## src/rtl/acc_lim_pkg.sv

```systemverilog
package acc_lim_pkg;
  typedef enum logic {
    RD_RAW = 1'b0,
    RD_LIM = 1'b1
  } rd_mode_e;

  localparam int unsigned DEF_ACC_W  = 40;
  localparam int unsigned DEF_OUT_W  = 16;
  localparam int unsigned DEF_HI_LSB = 16;
endpackage

```

## src/rtl/acc_lim_rst_sync.sv

```systemverilog
module acc_lim_rst_sync #(
  parameter int unsigned STAGES = 2
) (
  input  logic clk,
  input  logic rst_n,
  output logic rst_sync_n
);
  logic [STAGES-1:0] chain_q;

  generate
    for (genvar g = 0; g < STAGES; g++) begin : g_stage
      always_ff @(posedge clk or negedge rst_n) begin
        if (!rst_n) begin
          chain_q[g] <= 1'b0;
        end else begin
          if (g == 0) chain_q[g] <= 1'b1;
          else        chain_q[g] <= chain_q[(g == 0) ? 0 : g-1];
        end
      end
    end
  endgenerate

  assign rst_sync_n = chain_q[STAGES-1];
endmodule

```

## src/rtl/acc_lim_flags.sv

```systemverilog
module acc_lim_flags #(
  parameter int unsigned UP_W  = 24,
  parameter int unsigned OUT_W = 16
) (
  input  logic [UP_W-1:0]  acc_up_i,
  output logic [OUT_W-1:0] hi_word_o,
  output logic             ext_o,
  output logic             sign_o
);
  localparam int unsigned GUARD_W = UP_W - OUT_W + 1;

  logic [GUARD_W-1:0] guard;

  always_comb begin
    guard     = acc_up_i[UP_W-1 -: GUARD_W];
    hi_word_o = acc_up_i[OUT_W-1:0];
    sign_o    = acc_up_i[UP_W-1];
    ext_o     = !((&guard) || (~|guard));
  end
endmodule

```

## src/rtl/acc_lim_sel.sv

```systemverilog
module acc_lim_sel
  import acc_lim_pkg::*;
#(
  parameter int unsigned OUT_W = 16
) (
  input  rd_mode_e         mode_i,
  input  logic [OUT_W-1:0] hi_word_i,
  input  logic             ext_i,
  input  logic             sign_i,
  output logic [OUT_W-1:0] word_o
);
  localparam logic [OUT_W-1:0] MAX_POS = {1'b0, {(OUT_W-1){1'b1}}};
  localparam logic [OUT_W-1:0] MAX_NEG = {1'b1, {(OUT_W-1){1'b0}}};

  always_comb begin
    word_o = hi_word_i;
    if (mode_i == RD_LIM && ext_i) begin
      word_o = sign_i ? MAX_NEG : MAX_POS;
    end
  end
endmodule

```

## src/rtl/acc_lim_outreg.sv

```systemverilog
module acc_lim_outreg #(
  parameter int unsigned OUT_W = 16
) (
  input  logic             clk,
  input  logic             rst_n,
  input  logic             en_i,
  input  logic [OUT_W-1:0] word_i,
  output logic [OUT_W-1:0] data_o,
  output logic             valid_o
);
  logic [OUT_W-1:0] data_d;
  logic             valid_d;

  always_comb begin
    data_d  = data_o;
    valid_d = en_i;
    if (en_i) data_d = word_i;
  end

  always_ff @(posedge clk or negedge rst_n) begin
    if (!rst_n) begin
      data_o  <= '0;
      valid_o <= 1'b0;
    end else begin
      data_o  <= data_d;
      valid_o <= valid_d;
    end
  end
endmodule

```

## src/rtl/acc_lim.sv

```systemverilog
module acc_lim
  import acc_lim_pkg::*;
#(
  parameter int unsigned ACC_W  = DEF_ACC_W,
  parameter int unsigned OUT_W  = DEF_OUT_W,
  parameter int unsigned HI_LSB = DEF_HI_LSB,
  parameter int unsigned RST_STAGES = 2
) (
  input  logic             clk,
  input  logic             rst_n,
  input  logic [ACC_W-1:0] acc_i,
  input  logic             mode_lim_i,
  input  logic             rd_stb_i,
  output logic [OUT_W-1:0] data_o,
  output logic             valid_o
);
  localparam int unsigned UP_W = ACC_W - HI_LSB;

  logic             rst_int_n;
  logic [OUT_W-1:0] hi_word;
  logic [OUT_W-1:0] sel_word;
  logic             ext_flag;
  logic             sign_flag;
  rd_mode_e         mode;

  assign mode = rd_mode_e'(mode_lim_i);

  acc_lim_rst_sync #(.STAGES(RST_STAGES)) u_rst (
    .clk        (clk),
    .rst_n      (rst_n),
    .rst_sync_n (rst_int_n)
  );

  acc_lim_flags #(.UP_W(UP_W), .OUT_W(OUT_W)) u_flags (
    .acc_up_i  (acc_i[ACC_W-1:HI_LSB]),
    .hi_word_o (hi_word),
    .ext_o     (ext_flag),
    .sign_o    (sign_flag)
  );

  acc_lim_sel #(.OUT_W(OUT_W)) u_sel (
    .mode_i    (mode),
    .hi_word_i (hi_word),
    .ext_i     (ext_flag),
    .sign_i    (sign_flag),
    .word_o    (sel_word)
  );

  acc_lim_outreg #(.OUT_W(OUT_W)) u_out (
    .clk     (clk),
    .rst_n   (rst_int_n),
    .en_i    (rd_stb_i),
    .word_i  (sel_word),
    .data_o  (data_o),
    .valid_o (valid_o)
  );
endmodule

```

## config.mk

```make
export PLATFORM = sky130hd
export DESIGN_NAME = acc_lim
export DESIGN_NICKNAME = d
export VERILOG_FILES = /design/src/rtl/acc_lim_pkg.sv /design/src/rtl/acc_lim_rst_sync.sv /design/src/rtl/acc_lim_flags.sv /design/src/rtl/acc_lim_sel.sv /design/src/rtl/acc_lim_outreg.sv /design/src/rtl/acc_lim.sv
export SDC_FILE = /design/constraint.sdc
export NUM_CORES = 1
export LEC_CHECK = 0
export BUFFER_PORTS_ARGS = -buffer_cell sky130_fd_sc_hd__clkbuf_2
export CAP_MARGIN = 20
export CORE_UTILIZATION = 35
export DETAILED_ROUTE_END_ITERATION = 10
export HOLD_SLACK_MARGIN = 0.05
export PLACE_DENSITY_LB_ADDON = 0.15
export SLEW_MARGIN = 20
export SYNTH_ARGS = -nofsm -noshare
export SYNTH_HDL_FRONTEND = slang
export SYNTH_SLANG_ARGS = --single-unit
export TNS_END_PERCENT = 20
```

## constraint.sdc

```tcl
create_clock -name clk -period 0.8 [get_ports clk]
set_input_delay 0.04 -clock clk [delete_from_list [all_inputs] [get_ports clk]]
set_output_delay 0.04 -clock clk [all_outputs]
set_load 0.02 [all_outputs]
```

== After elaboration in Yosys (flattened, before gate mapping) ==
Index checks and enable logic that the tools add are counted.
Word-level totals
  register bits after elaboration: 19
  bits in latches: 0
  RAM bits: 0
  bits in read-only memories: 0
  bits of input ports: 44
  output and inout port bits: 17
  logic and storage cells: 12
  memories: 0
Operators by class
  $add $sub $neg: 0
  multiply operators: 0
  divide/modulo/power cells: 0
  $lt $le $gt $ge: 0
  eq/ne operators: 0
  shifts and indexed selects: 0
  multiplexer cells: 2
  bitwise gates (word level): 0
  reduce and logical (&&, ||, !) cells: 6
Operators with widths (count)
  $mux 16: 2
  $reduce_and 9->1: 1
  $reduce_or 9->1: 1
  $logic_not 1->1: 2
  $logic_and 1x1->1: 1
  $logic_or 1x1->1: 1

== Logic depth before layout (Yosys ltp) ==
  depth after elaboration: 6
  mapped depth: 6
  depth with buffers taken out: 4

== Cells and area by module ==
From an unflattened synthesis, not the netlist that was laid out.
Second synthesis, totals
  cell total of the unflattened synthesis: 84
  area total of the unflattened synthesis: 1067.3 um^2
By module, submodules not included
  acc_lim_outreg: times used 1, cells each 35, area an instance 674.4 um^2, sequential area each 425.4 um^2
  acc_lim_flags: times used 1, cells each 25, area an instance 175.2 um^2, sequential area each 0.0 um^2
  acc_lim_sel: times used 1, cells each 21, area an instance 163.9 um^2, sequential area each 0.0 um^2
  acc_lim_rst_sync: times used 1, cells each 3, area an instance 53.8 um^2, sequential area each 50.0 um^2

== Worst setup path after synthesis ==
Ideal clock, no wire load.
  kind: input to register
  from: in acc_i[38]
  to: reg u_out.data_o[0]
  library setup time: 0.124 ns
  data arrival time: 0.845 ns
  required time: 0.676 ns
  setup slack: -0.169 ns
  stages: 5
  path buffers: 1
  cell sequence: nor4_2 a211oi_2 buf_4 a21oi_1 o21ai_1
On the way
  cells in the longest elaborated chain, start to end: 6
  elaborated cells between the ends (all ways): 7
  those cells by class: 1 x mux; 6 x reduce/logical
Ends and longest elaborated chain
  from (decl): RTL line acc_lim.sv:11  | input logic [ACC_W-1:0] acc_i,
  $reduce_or 9->1: RTL line acc_lim_flags.sv:18  | ext_o = !((&guard) || (~|guard));
  $logic_not 1->1: RTL line acc_lim_flags.sv:18
  $logic_or 1x1->1 (*): RTL line acc_lim_flags.sv:18
  $logic_not 1->1 (*): RTL line acc_lim_flags.sv:18
  $logic_and 1x1->1 (*): RTL line acc_lim_sel.sv:17  | if (mode_i == RD_LIM && ext_i) begin
  $mux 16 (*): RTL line acc_lim_sel.sv:17
  to (signal assigned): RTL line acc_lim_outreg.sv:25  | data_o <= data_d;
  to (decl): RTL line acc_lim_outreg.sv:8  | output logic [OUT_W-1:0] data_o,
Mark *: on every way between the ends. The rest lies on a longest branch, timed or not.
A chain may end at the register's enable or synchronous reset.

== Worst setup path after layout ==
  from: reg u_out.data_o[3]
  to: out data_o[3]
RTL lines
  to (decl): RTL line acc_lim.sv:14  | output logic [OUT_W-1:0] data_o,
No word-level cell between the ends.

==> flow_metrics.env <==
export IMPL_cp_end_kind="output pin"
export IMPL_ys_top_cells_by_area="dfrtp_1, a21oi_1, nand2_1"
export IMPL_critPathArrivalTime_ns=0.84
export IMPL_clock_skew_ns=0.0009084
export IMPL_crit_fanout=2
export IMPL_synthCells=83
export IMPL_postRouteWirelength_mm=2.220
export IMPL_rows=17
export IMPL_gr_usage_all_layers_pct=18.74
export IMPL_cp_slowest_stage_delay_ns=0.39
export IMPL_cts_tree="yes"
export IMPL_fmax_mhz=1131
export IMPL_grt_ovfl_total=0
export IMPL_insertion_delay_ns=0.29
export IMPL_status="finished with violations"
export IMPL_synth_edf_count=0
export IMPL_whs_ns=0.06108
export IMPL_synth_cells_most_frequent="dfrtp_1, nand2_1, a21oi_1"
export IMPL_io_buffers=44
export IMPL_fin_cells=178
export IMPL_grt_max_degree=20
export IMPL_die_area_um2=2532
export IMPL_drtIter0Drc=4
export IMPL_cts_buffers_inserted=3
export IMPL_critPathKind="flip-flop to output pin"
export IMPL_setup_viol=21
export IMPL_gp_congestion=0.6758
export IMPL_critPathTopFamily="flip-flops"
export IMPL_synthArstFlopShare_pct=100.0
export IMPL_root_buffer="clkbuf_4"
export IMPL_grt_pass1_vias=848
export IMPL_htreeDepth=1
export IMPL_area_growth_pct=74.27
export IMPL_grt_antenna_before_repair=0
export IMPL_drv_cap=0
export IMPL_hold_viol=0
export IMPL_via_per_inst=4.927
export IMPL_first_pass_iters=4
export IMPL_antenna_cells=0
export IMPL_finalMaxSlewViolations=0
export IMPL_hold_path_class="input port to asynchronous set/reset pin"
export IMPL_yosys_area_top_type="dfrtp_1"
export IMPL_dp_cells=154
export IMPL_cp_cell_sequence="buf_2"
export IMPL_fin_crit_sh_pct=110.5
export IMPL_cts_clk_slew_worst_paths_ns=0.10
export IMPL_ir_worst_vdd_uv=937.3
export IMPL_synth_cell_types=18
export IMPL_start_util_pct=36.93
export IMPL_cp_slowest_cell="dfrtp_1"
export IMPL_dp_worst_setup_slack_ns=-0.5250
export IMPL_grt_first_pass_wirelength_mm=3.512
export IMPL_syn_cell_area_um2=817.0
export IMPL_worstMarginPinSlew_ns=0.6604
export IMPL_leakage_nw=0.6716
export IMPL_vias=877
export IMPL_yosysMostFrequentCell="dfrtp_1"
export IMPL_cp_required_ns=0.76
export IMPL_antenna_left=0
export IMPL_failed_checks="negative setup slack"
export IMPL_core_area_um2=2212
export IMPL_fp_dieW_um=50.32
export IMPL_power_density_nw_per_um2=1617
export IMPL_seq_area_frac_synth_pct=58.19
export IMPL_layout_min_cycle_time_ns=0.8840
export IMPL_cts_buffer_depth=2
export IMPL_synth_top_area_share_pct=58.19
export IMPL_die_h_um=50.32
export IMPL_critPathLaunchType="flip-flop"
export IMPL_setup_ws_ns=-0.08403
export IMPL_synth_warnings=0
export IMPL_boundaryPins=61
export IMPL_dp_hpwl_mm=1.413
export IMPL_synth_flop_cell="dfrtp_1"
export IMPL_rsz0062_at_grt="true"
export IMPL_drive_above_1_share_pct=41.33
export IMPL_synth_seq_cells=19
export IMPL_finalNetCount=195
export IMPL_synth_fp_nets=127
export IMPL_synth_avg_cell_area_um2=9.844
export IMPL_finalPower_w=0.002302
export IMPL_remaining_drc_errors=0
export IMPL_avgRoutedWirePerCell_um=12.47
export IMPL_utilization_pct=64.37
export IMPL_cts_sinks=19
export IMPL_maxSlewHeadroom_pct=55.83
export IMPL_critical_path_buf_inv_count=1
==> metrics by stage <==
step	setup TNS, ns	cell area (um^2)
global route	-2.776	1424
global placement	-6.927	1089
floorplan	-1.256	840.8
finish	-1.427	1424
CTS	-1.523	1296
detailed placement	-7.496	1089
==> worst paths after layout <==
| path | startpoint | cells after the start | to | slack [ns] |
|---|---|---|---|---|
| max | u_out.data_o[3] | 1 | data_o[3] | -0.08 |
| min | rst_n | 2 | u_rst.rst_sync_n | 0.06 |
| max reg2reg | u_out.data_o[1] | 3 | u_out.data_o[1] | -0.06 |
| min reg2reg | u_rst.rst_sync_n | 1 | u_out.data_o[12] | 0.19 |
| max in group asynchronous | u_rst.rst_sync_n | 1 | u_out.data_o[10] | 0.42 |
| min in group clk | acc_i[31] | 3 | u_out.data_o[15] | 0.09 |
==> per-layer routing <==
layer	vias to the layer above	global-route usage (%)	share of wire (%)
met2	31	34.22	52
met3	4	3.030	5.0
met5	-	0	0
met4	0	9.722	1.9
met1	413	20.58	41
li1	429	-	-
==> cells by family (layout without fill, tap and decap cells) <==
logic type,count (synthesis),after routing,synth area share [%]
AOI/OAI and AO/OA,33,33,21.90
other,1,1,0.4590
muxes,1,1,1.225
and+or+nand+nor,23,23,13.63
DFF,19,19,58.19
buffers and inverters,6,73,4.593
==> layout by cell type, fill, tap and decap left out, drive strengths merged <==
master	netlist	routed
clkbuf	2	26
a21oi	16	16
dlygate4sd3	0	16
nand4	1	1
nor4	2	2
nand2	17	17
nor2	1	1
nand3	1	1
inv	1	1
o21ai	15	15
conb	1	1
buf	3	30
dfrtp	19	19
a211oi	1	1
nand3b	1	1
o311a	1	1
mux2i	1	1
==> state kept, by name, indices dropped and copies added, names as in the netlist <==
signal,flops
u_out.data_o,16
u_rst.rst_sync_n,1
u_out.valid_o,1
u_rst.chain_q,1
==> area by class of cell <==
cell class / instances / area (um^2)
Multi-Input combinational cell: 58 / 349.1
Clock buffer: 4 / 26.28
Fill cell: 206 / 788.3
Inverter: 1 / 3.754
Tap cell: 28 / 35.03
Timing Repair Buffer: 68 / 534.3
Sequential cell: 19 / 475.5
==> repair_timing <==
item / CTS / global route
setup endpoints to repair: 32 / 32
cloned: 0 / 0
buffers inserted: 0 / 4
resized for setup: 8 / 53
hold endpoints to repair: 17 / 0
hold buffers: 16 / 0
pin swaps: 2 / 2
==> power breakdown <==
group / internal (W) / switching (W)
Sequential: 0.00106 / 0.0000619
Combinational: 0.000364 / 0.000343
Clock: 0.000194 / 0.000282
No activity file was read; power rests on OpenSTA's default activity.
